$ cat src/rtl/ppm4_rx_pkg.sv
// Package: shared types and functions for the 4PPM frame receiver.
// Assumes the caller feeds bytes LSB first into the reflected CRC.
package ppm4_rx_pkg;

    localparam int          FCS_BYTES   = 4;
    localparam logic [31:0] CRC_PRESET  = 32'hFFFF_FFFF;
    localparam logic [31:0] CRC_RESIDUE = 32'hDEBB_20E3;
    localparam logic [31:0] CRC_POLY_R  = 32'hEDB8_8320;

    typedef enum logic {ST_HUNT, ST_DATA} rx_state_e;

    typedef struct packed {
        logic       ok;
        logic [1:0] dibit;
    } sym_dec_t;

    // One pulse-position symbol, first chip at bit 3, to a dibit.
    function automatic sym_dec_t ppm_decode(input logic [3:0] s);
        sym_dec_t r;
        r.ok = 1'b1;
        case (s)
            4'b1000: r.dibit = 2'd0;
            4'b0100: r.dibit = 2'd1;
            4'b0010: r.dibit = 2'd2;
            4'b0001: r.dibit = 2'd3;
            default: begin r.ok = 1'b0; r.dibit = 2'd0; end
        endcase
        return r;
    endfunction

    // Reflected CRC-32 register advanced by one byte.
    function automatic logic [31:0] crc32_byte(input logic [31:0] c, input logic [7:0] b);
        logic [31:0] r;
        r = c ^ {24'd0, b};
        for (int i = 0; i < 8; i++) begin
            r = r[0] ? ((r >> 1) ^ CRC_POLY_R) : (r >> 1);
        end
        return r;
    endfunction

endpackage

$ cat src/rtl/ppm4_chip_window.sv
// Module: sliding window of the most recent chips, oldest chip in the MSB.
// Assumes one chip per shift strobe; a clear empties the window to zeros.
module ppm4_chip_window #(
    parameter int WIDTH = 16
) (
    input  logic             clk,
    input  logic             rst_n,
    input  logic             clr,
    input  logic             shift,
    input  logic             chip,
    output logic [WIDTH-1:0] win_next
);
    logic [WIDTH-1:0] win_q;

    // Window contents once the current chip is included.
    assign win_next = {win_q[WIDTH-2:0], chip};

    // Register the window on every accepted chip.
    always_ff @(posedge clk) begin
        if (!rst_n || clr) win_q <= '0;
        else if (shift)    win_q <= win_next;
    end
endmodule

$ cat src/rtl/ppm4_crc32.sv
// Module: frame check register, preset at frame start, advanced per byte.
// Assumes init and update are never asserted together.
module ppm4_crc32 (
    input  logic        clk,
    input  logic        rst_n,
    input  logic        init,
    input  logic        update,
    input  logic [7:0]  data,
    output logic [31:0] crc
);
    import ppm4_rx_pkg::*;

    // Preset or advance the CRC register.
    always_ff @(posedge clk) begin
        if (!rst_n || init) crc <= CRC_PRESET;
        else if (update)    crc <= crc32_byte(crc, data);
    end
endmodule

$ cat src/rtl/ppm4_fcs_strip.sv
// Module: holds back the last DEPTH bytes of a frame so that the check
// bytes never leave; older bytes go to a one-entry valid/ready register.
// Assumes the consumer drains m_valid before the next push that emits.
module ppm4_fcs_strip #(
    parameter int DEPTH = 4
) (
    input  logic       clk,
    input  logic       rst_n,
    input  logic       flush,
    input  logic       push,
    input  logic [7:0] din,
    input  logic       m_ready,
    output logic       m_valid,
    output logic [7:0] m_data
);
    localparam int FILL_W = $clog2(DEPTH + 1);

    logic [7:0]        hold_q [DEPTH];
    logic [FILL_W-1:0] fill_q;
    logic              emit;

    assign emit = push && (fill_q == FILL_W'(DEPTH));

    // Count held bytes up to DEPTH; restart at each frame.
    always_ff @(posedge clk) begin
        if (!rst_n || flush)                      fill_q <= '0;
        else if (push && fill_q != FILL_W'(DEPTH)) fill_q <= fill_q + 1'b1;
    end

    // Hold line: stage 0 takes the new byte, each stage takes its neighbour.
    for (genvar g = 0; g < DEPTH; g++) begin : g_stage
        always_ff @(posedge clk) begin
            if (!rst_n)    hold_q[g] <= '0;
            else if (push) hold_q[g] <= (g == 0) ? din : hold_q[(g == 0) ? 0 : g - 1];
        end
    end

    // Output register: load on emit, drop on acceptance.
    always_ff @(posedge clk) begin
        if (!rst_n) begin
            m_valid <= 1'b0;
            m_data  <= '0;
        end else if (emit) begin
            m_valid <= 1'b1;
            m_data  <= hold_q[DEPTH-1];
        end else if (m_ready) begin
            m_valid <= 1'b0;
        end
    end
endmodule

$ cat src/rtl/ppm4_frame_rx.sv
// Module: 4PPM frame receiver top. It hunts for the start flag, then decodes
// symbols one flag-length behind the line so that the stop flag is never
// taken as data. It packs dibits into bytes, checks the length and the CRC,
// and latches sticky status. Assumes FLAG_CHIPS is a multiple of 4 and at
// least 8, and that neither flag can be formed by valid data symbols.
module ppm4_frame_rx #(
    parameter int                    FLAG_CHIPS = 16,
    parameter logic [FLAG_CHIPS-1:0] START_FLAG = 16'h0C0C,
    parameter logic [FLAG_CHIPS-1:0] STOP_FLAG  = 16'h0CC0,
    parameter int                    MAX_LEN    = 16
) (
    input  logic       clk,
    input  logic       rst_n,
    input  logic       chip_vld,
    input  logic       chip_in,
    input  logic       tx_active,
    input  logic       m_ready,
    output logic       m_valid,
    output logic [7:0] m_data,
    input  logic       stat_clr,
    output logic       stat_end,
    output logic       stat_illegal,
    output logic       stat_crc,
    output logic       stat_len
);
    import ppm4_rx_pkg::*;

    localparam int FLAG_SYMS = FLAG_CHIPS / 4;
    localparam int SYM_W     = $clog2(FLAG_SYMS + 1);
    localparam int LEN_LIMIT = MAX_LEN + FCS_BYTES;
    localparam int LEN_W     = $clog2(LEN_LIMIT + 2);

    rx_state_e             state_q;
    logic [1:0]            phase_q, pair_q;
    logic [SYM_W-1:0]      nsym_q;
    logic [5:0]            acc_q;
    logic [LEN_W-1:0]      nbyte_q;
    logic [FLAG_CHIPS-1:0] win_n;
    logic [31:0]           crc_q;
    logic                  chip_take, frame_start, sym_done, win_full, at_stop;
    logic                  sym_data, bad_sym, byte_done, over_len, push, short_end;
    logic                  set_end, set_ill, set_crc, set_len;
    logic [7:0]            new_byte;
    sym_dec_t              dec;

    assign chip_take = chip_vld && !tx_active;

    ppm4_chip_window #(.WIDTH(FLAG_CHIPS)) u_win (
        .clk(clk), .rst_n(rst_n), .clr(tx_active), .shift(chip_take),
        .chip(chip_in), .win_next(win_n)
    );

    // Frame decisions for the chip taken this cycle.
    always_comb begin
        frame_start = chip_take && state_q == ST_HUNT && win_n == START_FLAG;
        sym_done    = chip_take && state_q == ST_DATA && phase_q == 2'd3;
        win_full    = nsym_q == SYM_W'(FLAG_SYMS - 1);
        at_stop     = sym_done && win_full && win_n == STOP_FLAG;
        dec         = ppm_decode(win_n[FLAG_CHIPS-1 -: 4]);
        sym_data    = sym_done && win_full && !at_stop;
        bad_sym     = sym_data && !dec.ok;
        byte_done   = sym_data && dec.ok && pair_q == 2'd3;
        new_byte    = {dec.dibit, acc_q};
        over_len    = byte_done && nbyte_q == LEN_W'(LEN_LIMIT);
        push        = byte_done && !over_len;
        short_end   = at_stop && (pair_q != 2'd0 || nbyte_q < LEN_W'(FCS_BYTES));
        set_len     = over_len || short_end;
        set_crc     = at_stop && !short_end && crc_q != CRC_RESIDUE;
        set_ill     = bad_sym;
        set_end     = at_stop || bad_sym || over_len;
    end

    // Receive sequencer: hunt, then count chips, symbols, dibits and bytes.
    always_ff @(posedge clk) begin
        if (!rst_n) begin
            state_q <= ST_HUNT;
            phase_q <= '0;
            pair_q  <= '0;
            nsym_q  <= '0;
            acc_q   <= '0;
            nbyte_q <= '0;
        end else if (tx_active) begin
            state_q <= ST_HUNT;
        end else if (frame_start) begin
            state_q <= ST_DATA;
            phase_q <= '0;
            pair_q  <= '0;
            nsym_q  <= '0;
            nbyte_q <= '0;
        end else if (set_end) begin
            state_q <= ST_HUNT;
        end else if (chip_take && state_q == ST_DATA) begin
            phase_q <= phase_q + 1'b1;
            if (sym_done && !win_full) nsym_q <= nsym_q + 1'b1;
            if (sym_data) begin
                pair_q <= pair_q + 1'b1;
                acc_q  <= {dec.dibit, acc_q[5:2]};
            end
            if (push) nbyte_q <= nbyte_q + 1'b1;
        end
    end

    ppm4_crc32 u_crc (
        .clk(clk), .rst_n(rst_n), .init(frame_start), .update(push),
        .data(new_byte), .crc(crc_q)
    );

    ppm4_fcs_strip #(.DEPTH(FCS_BYTES)) u_strip (
        .clk(clk), .rst_n(rst_n), .flush(frame_start), .push(push),
        .din(new_byte), .m_ready(m_ready), .m_valid(m_valid), .m_data(m_data)
    );

    // Sticky status: a read clears, a same-cycle set wins.
    always_ff @(posedge clk) begin
        if (!rst_n) begin
            stat_end     <= 1'b0;
            stat_illegal <= 1'b0;
            stat_crc     <= 1'b0;
            stat_len     <= 1'b0;
        end else begin
            stat_end     <= (stat_end     && !stat_clr) || set_end;
            stat_illegal <= (stat_illegal && !stat_clr) || set_ill;
            stat_crc     <= (stat_crc     && !stat_clr) || set_crc;
            stat_len     <= (stat_len     && !stat_clr) || set_len;
        end
    end
endmodule

$ cat config.mk
export PLATFORM = sky130hd
export DESIGN_NAME = ppm4_frame_rx
export DESIGN_NICKNAME = d
export VERILOG_FILES = /design/src/rtl/ppm4_rx_pkg.sv /design/src/rtl/ppm4_chip_window.sv /design/src/rtl/ppm4_crc32.sv /design/src/rtl/ppm4_fcs_strip.sv /design/src/rtl/ppm4_frame_rx.sv
export SDC_FILE = /design/constraint.sdc
export NUM_CORES = 1
export LEC_CHECK = 0
export BUFFER_PORTS_ARGS = -buffer_cell sky130_fd_sc_hd__buf_2
export CAP_MARGIN = 30
export CORE_UTILIZATION = 38
export CTS_CLUSTER_DIAMETER = 30
export DETAILED_ROUTE_END_ITERATION = 10
export GPL_TIMING_DRIVEN = 0
export MAX_ROUTING_LAYER = met4
export PLACE_DENSITY_LB_ADDON = 0.05
export SYNTH_ARGS = -nofsm -noshare
export SYNTH_HDL_FRONTEND = slang
export SYNTH_HIERARCHICAL = 1
export SYNTH_SLANG_ARGS = --single-unit
$ cat constraint.sdc
create_clock -name clk -period 3.9 [get_ports clk]
set_clock_uncertainty 0.15 [all_clocks]
set_input_delay 1.17 -clock clk [delete_from_list [all_inputs] [get_ports clk]]
set_output_delay 1.17 -clock clk [all_outputs]
set_load 0.02 [all_outputs]
# After elaboration in Yosys (flattened, before gate mapping)
# Memories as Yosys holds them, arrays and structs flattened. A register that Yosys moved wholly into a read port is not among the register bits.
# Cells that the tools add are included.
[word_totals]
mem_bits_rw = 32
output_inout_bits = 13
elab_cells = 146
inputBits = 7
latchBits = 0
register_bits = 74
memories = 1
rom_bits = 0
[mem_list]
columns = ["memory", "depth", "word_bits", "rd", "rd_ports_with_merged_regs", "write_ports", "line", "source"]
rows = [
  ["u_strip.hold_q", 4, 8, 4, 1, 4, "ppm4_fcs_strip.sv:18", "logic [7:0] hold_q [DEPTH];"],
]
[op_classes]
order_cmp = 1
eq_ne = 14
add_sub_neg = 5
n_bitwise = 18
n_reduce_logical = 56
mux = 37
multipliers = 0
div_mod_pow = 0
shift = 0
[ops]
columns = ["cell", "count"]
rows = [
  ["$mux 32", 8],
  ["$not 13->14", 8],
  ["$eq 16x12->1 const B", 2],
  ["$mux 8", 4],
  ["$ne 32x32->1 const B", 1],
  ["$xor 32x8->32", 1],
  ["$logic_and 1x1->1", 23],
  ["$mux 5", 4],
  ["$mux 2", 7],
  ["$reduce_bool 2->1", 7],
  ["$mux 3", 4],
  ["$reduce_and 4->1", 3],
  ["$logic_or 1x1->1", 10],
  ["$logic_not 1->1", 9],
  ["$mux 1", 9],
  ["$add 3x1->3 const B", 2],
  ["$pmux 2 s3", 1],
  ["$add 5x1->5 const B", 1],
  ["$eq 5x5->1 const B", 1],
  ["$lt 5x3->1 const B", 1],
  ["$not 1->1", 5],
  ["$reduce_and 5->1", 1],
  ["$add 2x1->2 const B", 2],
  ["$eq 2x2->1 const B", 2],
  ["other kinds (12)", 15],
]

# Depth between registers and ports, before layout
# Gate-level depths: netlist of the first run.
[depth]
ltp_word = 19
mapped_depth = 11

# Modules after synthesis
# The synthesis of the first run kept the hierarchy.
[modules_own_cells]
columns = ["module", "area_each_um2", "seq_area_each_um2", "n_inst", "cells_per_inst"]
rows = [
  ["ppm4_crc32", 1949.4, 640.6, 1, 204],
  ["ppm4_fcs_strip", 1749.2, 1201.2, 1, 129],
  ["ppm4_frame_rx", 1486.4, 460.4, 1, 164],
  ["ppm4_chip_window", 556.8, 300.3, 1, 50],
]

# Worst setup path after synthesis of the first run
# Ideal clock, no wire load.
[synth_timing]
path_type = "in2reg"
startpoint = "input chip_vld"
endpoint = "memory u_strip.hold_q[0][0] (enable)"
stages = 6
slack_ns = 0.248
arrival_ns = 3.108
path_buffers = 2
cell_sequence = "nor2b_1 > buf_4 > nand4_4 > nor4_2 > buf_6 > nand2b_1"
[synth_rtl]
columns = ["element", "line", "source"]
rows = [
  ["from (decl)", "ppm4_frame_rx.sv:14", "input logic chip_vld,"],
  ["to (decl)", "ppm4_fcs_strip.sv:18", ""],
]

# Worst setup path after layout of the first run
[layout_timing]
startpoint = "input tx_active"
endpoint = "register u_crc.crc[23]"
[layout_via]
elab_chain_cells = 13
elab_cells_between_ends = 16
classes_between = "16 x reduce/logical"
[layout_rtl]
columns = ["element", "line", "source"]
rows = [
  ["from (decl)", "ppm4_frame_rx.sv:16", "input logic tx_active,"],
  ["$logic_not 1->1 (*)", "ppm4_frame_rx.sv:46", "assign chip_take = chip_vld && !tx_active;"],
  ["$logic_and 1x1->1 (*)", "ppm4_frame_rx.sv:46", ""],
  ["net chip_take", "ppm4_frame_rx.sv:40", "logic chip_take, frame_start, sym_done, win_full, at_stop;"],
  ["$logic_and 1x1->1 (*) (2 in a row)", "ppm4_frame_rx.sv:56", "sym_done = chip_take && state_q == ST_DATA && phase_q == 2'd3;"],
  ["$logic_and 1x1->1 (*)", "ppm4_frame_rx.sv:58, ppm4_frame_rx.sv:60", ""],
  ["$logic_and 1x1->1", "ppm4_frame_rx.sv:58", "at_stop = sym_done && win_full && win_n == STOP_FLAG;"],
  ["$logic_not 1->1", "ppm4_frame_rx.sv:60", "sym_data = sym_done && win_full && !at_stop;"],
  ["$logic_and 1x1->1 (*)", "ppm4_frame_rx.sv:60", ""],
  ["$logic_and 1x1->1 (*) (2 in a row)", "ppm4_frame_rx.sv:62", "byte_done = sym_data && dec.ok && pair_q == 2'd3;"],
  ["$logic_and 1x1->1", "ppm4_frame_rx.sv:64", "over_len = byte_done && nbyte_q == LEN_W'(LEN_LIMIT);"],
  ["$logic_not 1->1", "ppm4_frame_rx.sv:65", "push = byte_done && !over_len;"],
  ["$logic_and 1x1->1 (*)", "ppm4_frame_rx.sv:65", ""],
  ["net push", "ppm4_frame_rx.sv:41", "logic sym_data, bad_sym, byte_done, over_len, push, short_end;"],
  ["to (signal assigned)", "ppm4_crc32.sv:16", "else if (update) crc <= crc32_byte(crc, data);"],
  ["to (decl)", "ppm4_crc32.sv:9", "output logic [31:0] crc"],
]
# Mark *: on every way through the listed nets, which the timed path passes. The rest lies on a longest branch.
# A chain may end at the register's enable or synchronous reset.

==> results.sh, run 1 <==
export IMPL_status="finished, violations left"
export IMPL_failed_checks="DRC"
export IMPL_cts_buffer_depth=2
export IMPL_drt_vias_per_instance=5.03
export IMPL_drtPass1Iterations=7
export IMPL_wire_per_inst_um=15.8
export IMPL_seqCellArea_um2=2600
export IMPL_worstPathArrival_ns=3.63
export IMPL_synth_top_area_share=0.286
export IMPL_fin_area_um2=6670
export IMPL_grt_overflow_total=0
export IMPL_yosys_area_top_type="dfxtp_1"
export IMPL_wl_um=12400
export IMPL_fillCellCount=1415
export IMPL_drv_slew=0
export IMPL_setup_viol=0
export IMPL_synth_ff_type="dfxtp_1"
export IMPL_start_util=0.392
export IMPL_die_h_um=125
export IMPL_cp_slowest_cell="nor4_2"
export IMPL_finalSetupTns_ns=0
export IMPL_n_antenna_cell=0
export IMPL_cap_violations=0
export IMPL_cp_common_cell="buf_2"
export IMPL_end_kind="register"
export IMPL_numCtsBuffers=17
export IMPL_synth_warnings=6
export IMPL_drt_iter0_drc=237
export IMPL_reg2reg_depth=10
export IMPL_path_buf_inv=6
export IMPL_fmaxAchievable_ghz=0.288
export IMPL_powerDensity_nw_per_um2=427
export IMPL_grt_pass1_vias=3920
export IMPL_synth_area_top_cells="dfxtp_1 (29%), edfxtp_1 (17%), mux2i_1 (7.0%)"
export IMPL_pwr_share_comb=0.023
export IMPL_clkSinkCount=114
export IMPL_cts_tree="yes"
export IMPL_grt_pass1_wl_um=20700
export IMPL_io_pins=20
export IMPL_swShare=0.223
export IMPL_r2r_end="u_crc/crc[23]"
export IMPL_grt_start_max_net_pins=33
export IMPL_syn_num_nets=563
export IMPL_post_cts_buffers=0
export IMPL_via_count=3936
export IMPL_drcViolationCount=8
export IMPL_post_route_util=0.455
export IMPL_htreeDepth=4
export IMPL_worst_path_max_fanout=10
export IMPL_synth_edf_count=32
export IMPL_row_count=44
export IMPL_place_area_um2=6070
export IMPL_syn2layout_area_growth_pct=16.1
export IMPL_p_clk_frac=0.544
export IMPL_min_to="u_strip/m_data[1]"
export IMPL_cp_cell_sequence="buf_2 -> nor2b_1 -> buf_4 -> nand4_4 -> nor4_2 -> clkbuf_1 -> inv_1 -> buf_2 -> buf_2 -> a21oi_1 -> o21ai_1"
export IMPL_antenna_left=0
export IMPL_gp_congestion=0.859
export IMPL_rsz0062_at_grt="false"
export IMPL_clock_root_buffer="clkbuf_16"
export IMPL_ys_seq_elements=114
export IMPL_die_x_um=125
export IMPL_p_switching_uw=636
export IMPL_intPower_mw=2.21
export IMPL_ys_seq_area_frac=0.453
export IMPL_reg2reg_slack_ns=0.84
export IMPL_hold_buffers=0
export IMPL_io_buffers=19
export IMPL_required_ns=4.05
export IMPL_finalPower_mw=2.85
export IMPL_async_flop_share=0
export IMPL_synthCells=547
export IMPL_cts_resized=0
export IMPL_syn_area_um2=5740
export IMPL_ir_worst_vdd_v=0.000357
export IMPL_core_area_um2=14600
export IMPL_rr_startpoint="nsym_q[0]"
export IMPL_hold_viol=0
export IMPL_ys_types=57
export IMPL_instances_no_fill=782
export IMPL_crit_type="in -> reg"
export IMPL_hpwl_um=8630
export IMPL_finalCriticalPeriod_ns=3.48
export IMPL_period_share=0.892
export IMPL_multi_input_area_um2=2910
export IMPL_clk_latency_ns=0.42
export IMPL_setup_slack_ns=0.422
export IMPL_cpLargestDelayFamily="buffers and inverters"
export IMPL_tightest_slew_ns=0.908
export IMPL_hold_path_cell_count=2
export IMPL_slew_headroom=0.390
export IMPL_dp_slack_ns=0.0305
export IMPL_slowest_delay_ns=0.64
export IMPL_die_area_um2=15600
export IMPL_drive_gt1_frac=0.147
export IMPL_grtUsageTotal=0.177
export IMPL_antenna_found_initial=0
export IMPL_nets=601
export IMPL_finalHoldWorstSlack_ns=0.301
export IMPL_avgSynthCellArea_um2=10.5
export IMPL_hold_class="reg -> reg"
export IMPL_seq_power_share=0.434
export IMPL_path_clk_slew_ns=0.06
export IMPL_cellLeakagePower_nw=2.55
export IMPL_hold_path_startpoint="u_strip/m_data[1]"
export IMPL_start_kind="primary input"
export IMPL_dp_cells=750
worst reg2reg max path: cells and delay by family (launching register included):
| kind | cells | cell delay [ns] |
|---|---|---|
| AND/OR/NAND/NOR | 2 | 0.85 |
| AO/OA/AOI/OAI | 2 | 0.23 |
| flip-flops | 1 | 0.35 |
| adder cells (fa/ha/maj) | 2 | 0.38 |
| buffers and inverters | 4 | 0.99 |
cell families (layout without fill, tap and decap cells):
family / count (synthesis) / in the layout / share of synthesized area
mux: 40 / 40 / 0.0697
buf+inv: 45 / 96 / 0.0410
compound gates: 70 / 70 / 0.0784
xor+xnor: 75 / 75 / 0.153
fa+ha+maj: 9 / 9 / 0.0196
simple gates: 194 / 194 / 0.185
flops: 114 / 114 / 0.453
metal layers:
| layer | up-vias | track usage | share of wire |
|---|---|---|---|
| met5 | - | - | 0 |
| met4 | 0 | 0.0588 | 0.011 |
| met3 | 14 | 0.0425 | 0.028 |
| met2 | 46 | 0.274 | 0.46 |
| met1 | 1862 | 0.226 | 0.50 |
| li1 | 2014 | - | - |
synth_stat cells, types with 7 or more instances:
library cell  number
o211ai_1          20
buf_2              7
clkbuf_1          18
edfxtp_1          32
xnor2_2            7
xor2_1            19
nor2_1            57
o21ai_0           15
and3_1            33
ha_1               9
xnor2_1           38
dfxtp_1           82
o21ai_1           16
nand2_1           43
mux2i_1           40
inv_1             11
flip-flops by register name, indices dropped and copies added (netlist names):
| register | cells |
|---|---|
| stat_len | 1 |
| u_strip/fill_q | 3 |
| pair_q | 2 |
| nsym_q | 3 |
| stat_illegal | 1 |
| nbyte_q | 5 |
| u_strip/m_data | 8 |
| phase_q | 2 |
| u_strip/m_valid | 1 |
| u_crc/crc | 32 |
| state_q | 1 |
| acc_q | 6 |
| stat_end | 1 |
| u_win/win_q | 15 |
| u_strip/hold_q | 32 |
| stat_crc | 1 |
worst max path at each step:
stage | slack, ns | to | cells past startpoint | startpoint
final | 0.42 | u_crc/crc[23] | 11 | tx_active
after global routing | 0.23 | u_crc/crc[22] | 11 | tx_active
after CTS | 0.45 | u_crc/crc[23] | 11 | tx_active
after detailed placement | 0.03 | u_crc/crc[23] | 11 | tx_active
after floorplan | 0.25 | u_strip/hold_q[0][0] | 6 | chip_vld
after global placement | -0.39 | u_strip/hold_q[1][4] | 7 | tx_active
power groups by stage:
stage | registers [mW] | clock network [mW] | logic (mW)
finish | 1.24 | 1.55 | 0.0642
global route | 1.24 | 1.64 | 0.0713
CTS | 1.24 | 1.58 | 0.0654
detailed placement | 1.26 | 0 | 0.0653
global placement | 1.26 | 0 | 0.0644
floorplan | 1.26 | 0 | 0.0439
cell type report:
| type | count | share of cell area |
|---|---|---|
| buffer | 34 | 0.0291 |
| clock buffer | 20 | 0.0719 |
| clock inverter | 12 | 0.0175 |
| inverter | 11 | 0.00619 |
| multi-input combinational | 388 | 0.436 |
| sequential | 114 | 0.390 |
| tap | 184 | 0.0345 |
| timing repair buffer | 19 | 0.0143 |
layout by cell type (no fill, tap or decap), types with 4 or more instances in the layout:
master | Yosys | final
buf_6 | 4 | 4
nor4b_1 | 4 | 4
nor4bb_1 | 5 | 5
nand4b_1 | 4 | 4
ha_1 | 9 | 9
nor4_1 | 6 | 6
o211ai_1 | 20 | 20
xor2_1 | 19 | 19
inv_1 | 11 | 11
clkbuf_1 | 18 | 19
a21oi_1 | 6 | 6
buf_2 | 7 | 26
xnor2_2 | 7 | 7
mux2i_1 | 40 | 40
and3_1 | 33 | 33
o21ai_0 | 15 | 15
nor2b_1 | 6 | 6
clkbuf_16 | 0 | 19
nor2_1 | 57 | 57
dfxtp_1 | 82 | 82
nand4_1 | 4 | 4
inv_6 | 0 | 4
nand2_1 | 43 | 43
edfxtp_1 | 32 | 32
nand3b_1 | 5 | 5
o21ai_1 | 16 | 16
xnor2_1 | 38 | 38
(Power assumes the default switching activity.)
==> run 2, diff against run 1 <==
- CORE_ASPECT_RATIO: unset -> 1.75
==> results.sh, run 2 (same netlist as run 1, synthesis figures left out) <==
export IMPL_start_util=0.387
export IMPL_fin_area_um2=6710
export IMPL_drt_iter0_drc=156
export IMPL_via_count=4041
export IMPL_grt_start_max_net_pins=18
export IMPL_wl_um=13300
export IMPL_fmaxAchievable_ghz=0.274
export IMPL_drt_vias_per_instance=5.17
export IMPL_hpwl_um=9720
export IMPL_die_area_um2=15600
export IMPL_wire_per_inst_um=17.0
export IMPL_syn2layout_area_growth_pct=16.8
export IMPL_antenna_found_initial=0
export IMPL_top_layer_used="met4"
export IMPL_grt_overflow_total=0
export IMPL_hold_buffers=0
export IMPL_gp_congestion=0.867
export IMPL_mostFrequentLayoutCell="dfxtp_1"
export IMPL_hold_viol=0
export IMPL_period_share=0.937
export IMPL_grt_pass1_vias=4068
export IMPL_start_kind="primary input"
export IMPL_instances_no_fill=782
export IMPL_cts_buffer_depth=2
export IMPL_drtPass1Iterations=7
export IMPL_cap_violations=0
export IMPL_core_area_um2=14800
export IMPL_required_ns=3.87
export IMPL_n_antenna_cell=0
export IMPL_end_kind="register"
export IMPL_crit_type="in -> reg"
export IMPL_cts_resized=0
export IMPL_drt_met1_wl_um=5280
export IMPL_clkSinkCount=114
export IMPL_slew_headroom=0.393
export IMPL_antenna_left=0
export IMPL_tightest_slew_ns=0.903
export IMPL_hold_class="reg -> reg"
export IMPL_cp_slowest_cell="nor4_2"
export IMPL_setup_viol=0
export IMPL_status="finished clean"
export IMPL_dp_cells=750
export IMPL_powerDensity_nw_per_um2=434
export IMPL_place_area_um2=6090
export IMPL_path_clk_slew_ns=0.06
export IMPL_drcViolationCount=0
export IMPL_biggestRegsByFlops="u_crc/crc (32), u_strip/hold_q (32), u_win/win_q (15)"
export IMPL_io_pins=20
export IMPL_numCtsBuffers=17
export IMPL_worstPathArrival_ns=3.63
export IMPL_worst_path_max_fanout=17
export IMPL_die_h_um=165
export IMPL_drive_gt1_frac=0.149
export IMPL_ir_worst_vdd_v=0.000272
export IMPL_drv_slew=0
export IMPL_clock_root_buffer="clkbuf_16"
export IMPL_rsz0062_at_grt="false"
export IMPL_cellLeakagePower_nw=2.56
export IMPL_final_cell_mix="dfxtp_1 (82), nor2_1 (57), nand2_1 (43)"
export IMPL_nets=602
export IMPL_post_cts_buffers=0
export IMPL_slowest_delay_ns=0.70
export IMPL_finalCriticalPeriod_ns=3.66
export IMPL_wl_met3_um=322
export IMPL_io_buffers=19
export IMPL_htreeDepth=4
export IMPL_cp_cell_sequence="buf_2 -> nor2b_1 -> buf_4 -> nand4_4 -> nor4_2 -> buf_6 -> nand2b_1 -> buf_16"
export IMPL_wl_met2_um=7230
export IMPL_cts_tree="yes"
export IMPL_row_count=59
export IMPL_grt_pass1_wl_um=21200
export IMPL_clk_latency_ns=0.41
export IMPL_finalHoldWorstSlack_ns=0.303
export IMPL_die_x_um=94.9
export IMPL_grtUsageTotal=0.191
## run 2: changes by cell type in the layout (fill, tap and decap cells not counted)
cell        change
clkinvlp_4      +2
inv_4           -2
inv_6           +2
buf_16          +1
bufinv_16       +1
clkbuf_1        -1
clkbuf_16       -1
clkinv_2        -1
clkinv_4        -1
inv_8           +1
nand2b_1        +1
nand2b_2        -1
## run 2: layout make-up
| type | instances | area [um2] |
|---|---|---|
| clock buffer | 18 | 450 |
| fill | 1433 | 8130 |
| sequential | 114 | 2600 |
| clock inverter | 14 | 164 |
| inverter | 11 | 41.3 |
| buffer | 34 | 194 |
| multi-input combinational | 388 | 2900 |
| tap | 183 | 229 |
| timing repair buffer | 20 | 123 |
## run 2: stage by stage
stage | power [mW] | worst slack (ns) | setup TNS (ns) | util
after floorplan | 1.30 | 0.248 | 0 | -
after global placement | 1.33 | -0.473 | -16.95 | 0.409
after detailed placement | 1.33 | -0.223 | -6.33 | 0.411
after CTS | 2.96 | 0.207 | 0 | 0.452
after global routing | 3.02 | 0.108 | 0 | 0.452
final | 2.91 | 0.244 | 0 | 0.452
## run 2: critical path: cells and delay by family
kind	cells	cell delay [ns]
buf+inv	4	0.74
simple gates	4	1.70
## run 2: path summary, 6_finish.rpt
path | start | to | slack (ns) | cells after the start
max | tx_active | u_strip/hold_q[2][2] | 0.24 | 8
min | u_strip/m_data[5] | u_strip/m_data[5] | 0.30 | 2
max reg2reg | nsym_q[0] | u_strip/hold_q[2][2] | 0.62 | 7
min reg2reg | u_strip/m_data[5] | u_strip/m_data[5] | 0.30 | 2
## run 2: power breakdown
group          internal [mW]  total (mW)  switching [mW]
clock                  0.996        1.61           0.611
combinational         0.0220      0.0683          0.0462
sequential              1.23        1.24         0.00375
total                   2.25        2.91           0.661
## run 2: routing by layer
metal | track usage | vias to the layer above
met5 | - | -
met4 | 0.0944 | 0
met3 | 0.0373 | 29
met2 | 0.342 | 79
met1 | 0.195 | 1931
li1 | - | 2002
==> run 3, diff against run 2 <==
- GPL_TIMING_DRIVEN: 0 -> unset
==> results.sh, run 3 (same netlist as run 1, synthesis figures left out) <==
export IMPL_die_x_um=94.9
export IMPL_hold_path_cell_count=2
export IMPL_min_to="u_strip/m_data[1]"
export IMPL_hold_buffers=0
export IMPL_numCtsBuffers=17
export IMPL_grt_pass1_vias=3985
export IMPL_finalHoldWorstSlack_ns=0.303
export IMPL_hold_path_startpoint="u_strip/m_data[1]"
export IMPL_dp_slack_ns=0.406
export IMPL_tightest_slew_ns=0.770
export IMPL_grt_start_max_net_pins=67
export IMPL_grt_pass1_wl_um=20200
export IMPL_required_ns=4.09
export IMPL_clkSinkCount=114
export IMPL_biggestRegsByFlops="u_crc/crc (32), u_strip/hold_q (32), u_win/win_q (15)"
export IMPL_cts_tree="yes"
export IMPL_powerDensity_nw_per_um2=448
export IMPL_nets=580
export IMPL_slowest_delay_ns=0.54
export IMPL_rsz0062_at_grt="false"
export IMPL_clk_latency_ns=0.41
export IMPL_worst_path_max_fanout=66
export IMPL_crit_type="in -> reg"
export IMPL_cts_resized=0
export IMPL_cap_violations=0
export IMPL_worstPathArrival_ns=3.19
export IMPL_n_antenna_cell=0
export IMPL_reg2reg_slack_ns=1.16
export IMPL_core_area_um2=14800
export IMPL_start_kind="primary input"
export IMPL_grt_overflow_total=0
export IMPL_drv_slew=0
export IMPL_htreeDepth=4
export IMPL_via_count=3901
export IMPL_finalCriticalPeriod_ns=3.00
export IMPL_cellLeakagePower_nw=2.55
export IMPL_cpLargestDelayFamily="simple AND/OR/NAND/NOR gates"
export IMPL_antenna_found_initial=0
export IMPL_period_share=0.769
export IMPL_hold_viol=0
export IMPL_path_buf_inv=2
export IMPL_final_cell_mix="dfxtp_1 (82), nor2_1 (57), nand2_1 (43)"
export IMPL_gp_congestion=0.775
export IMPL_fmaxAchievable_ghz=0.333
export IMPL_slew_headroom=0.483
export IMPL_post_cts_buffers=0
export IMPL_io_pins=20
export IMPL_wl_um=12200
export IMPL_wire_per_inst_um=16.1
export IMPL_reg2reg_depth=6
export IMPL_clock_root_buffer="clkbuf_16"
export IMPL_drcViolationCount=0
export IMPL_hpwl_um=8450
export IMPL_setup_slack_ns=0.901
export IMPL_end_kind="register"
export IMPL_status="finished clean"
export IMPL_setup_viol=0
export IMPL_cts_buffer_depth=2
export IMPL_antenna_left=0
export IMPL_grtUsageTotal=0.177
export IMPL_row_count=59
export IMPL_start_util=0.387
export IMPL_drt_vias_per_instance=5.13
export IMPL_mostFrequentLayoutCell="dfxtp_1"
export IMPL_path_clk_slew_ns=0.06
export IMPL_hold_class="reg -> reg"
export IMPL_cp_cell_sequence="buf_2 -> nor2b_2 -> nand4_4 -> nor4_4 -> buf_12 -> and3_1 -> mux2i_1"
export IMPL_finalSetupTns_ns=0
export IMPL_cp_slowest_cell="and3_1"
export IMPL_die_area_um2=15600
export IMPL_drive_gt1_frac=0.151
export IMPL_syn2layout_area_growth_pct=15.6
export IMPL_drtPass1Iterations=6
export IMPL_drt_iter0_drc=140
export IMPL_ir_worst_vdd_v=0.000260
export IMPL_die_h_um=165
export IMPL_r2r_end="u_strip/m_valid"
export IMPL_rr_startpoint="u_win/win_q[3]"
export IMPL_io_buffers=19
==> run 3: where the power goes <==
| part | switching (mW) | internal [mW] | total, mW |
|---|---|---|---|
| clock network | 0.611 | 1.07 | 1.68 |
| logic | 0.0415 | 0.0165 | 0.0580 |
| registers | 0.00371 | 1.23 | 1.24 |
| total | 0.656 | 2.31 | 2.97 |
==> run 3: worst max path at each step <==
stage               slack (ns)       from                   end  depth (start not counted)
floorplan                 0.25   chip_vld  u_strip/hold_q[0][0]                          6
global placement          0.52  tx_active     u_strip/m_data[7]                          7
detailed placement        0.41  tx_active     u_strip/m_data[6]                          7
CTS                       0.85  tx_active     u_strip/m_data[6]                          7
global route              0.71  tx_active     u_strip/m_data[0]                          7
finish                    0.90  tx_active     u_strip/m_data[6]                          7
==> run 3: metrics by stage <==
stage	area (um2)	total power [mW]	std cells	utilization
after global routing	6640	3.07	760	0.447
after CTS	6640	3.02	760	0.447
final	6640	2.97	760	0.447
after detailed placement	5990	1.32	728	0.404
after global placement	5990	1.32	728	0.404
after floorplan	5740	1.30	547	-
==> run 3: tightest hold or removal path, delay by kind of cell (launching register included) <==
| kind | cells | cell delay, ns |
|---|---|---|
| DFF | 1 | 0.30 |
| muxes | 1 | 0.05 |
| and+or+nand+nor | 1 | 0.05 |
==> run 3: cell type report <==
cell class	instances	area, um2
clock buffer	18	450
clock inverter	14	193
tap	183	229
inverter	11	41.3
sequential	114	2600
timing repair buffer	32	205
multi-input combinational	388	2920
fill	1427	8200
==> run 3: layer usage <==
metal | vias up | global-route usage | share of wire
met2 | 48 | 0.319 | 0.55
met1 | 1876 | 0.185 | 0.41
met5 | - | - | 0
li1 | 1963 | - | -
met3 | 14 | 0.0364 | 0.021
met4 | 0 | 0.0723 | 0.015
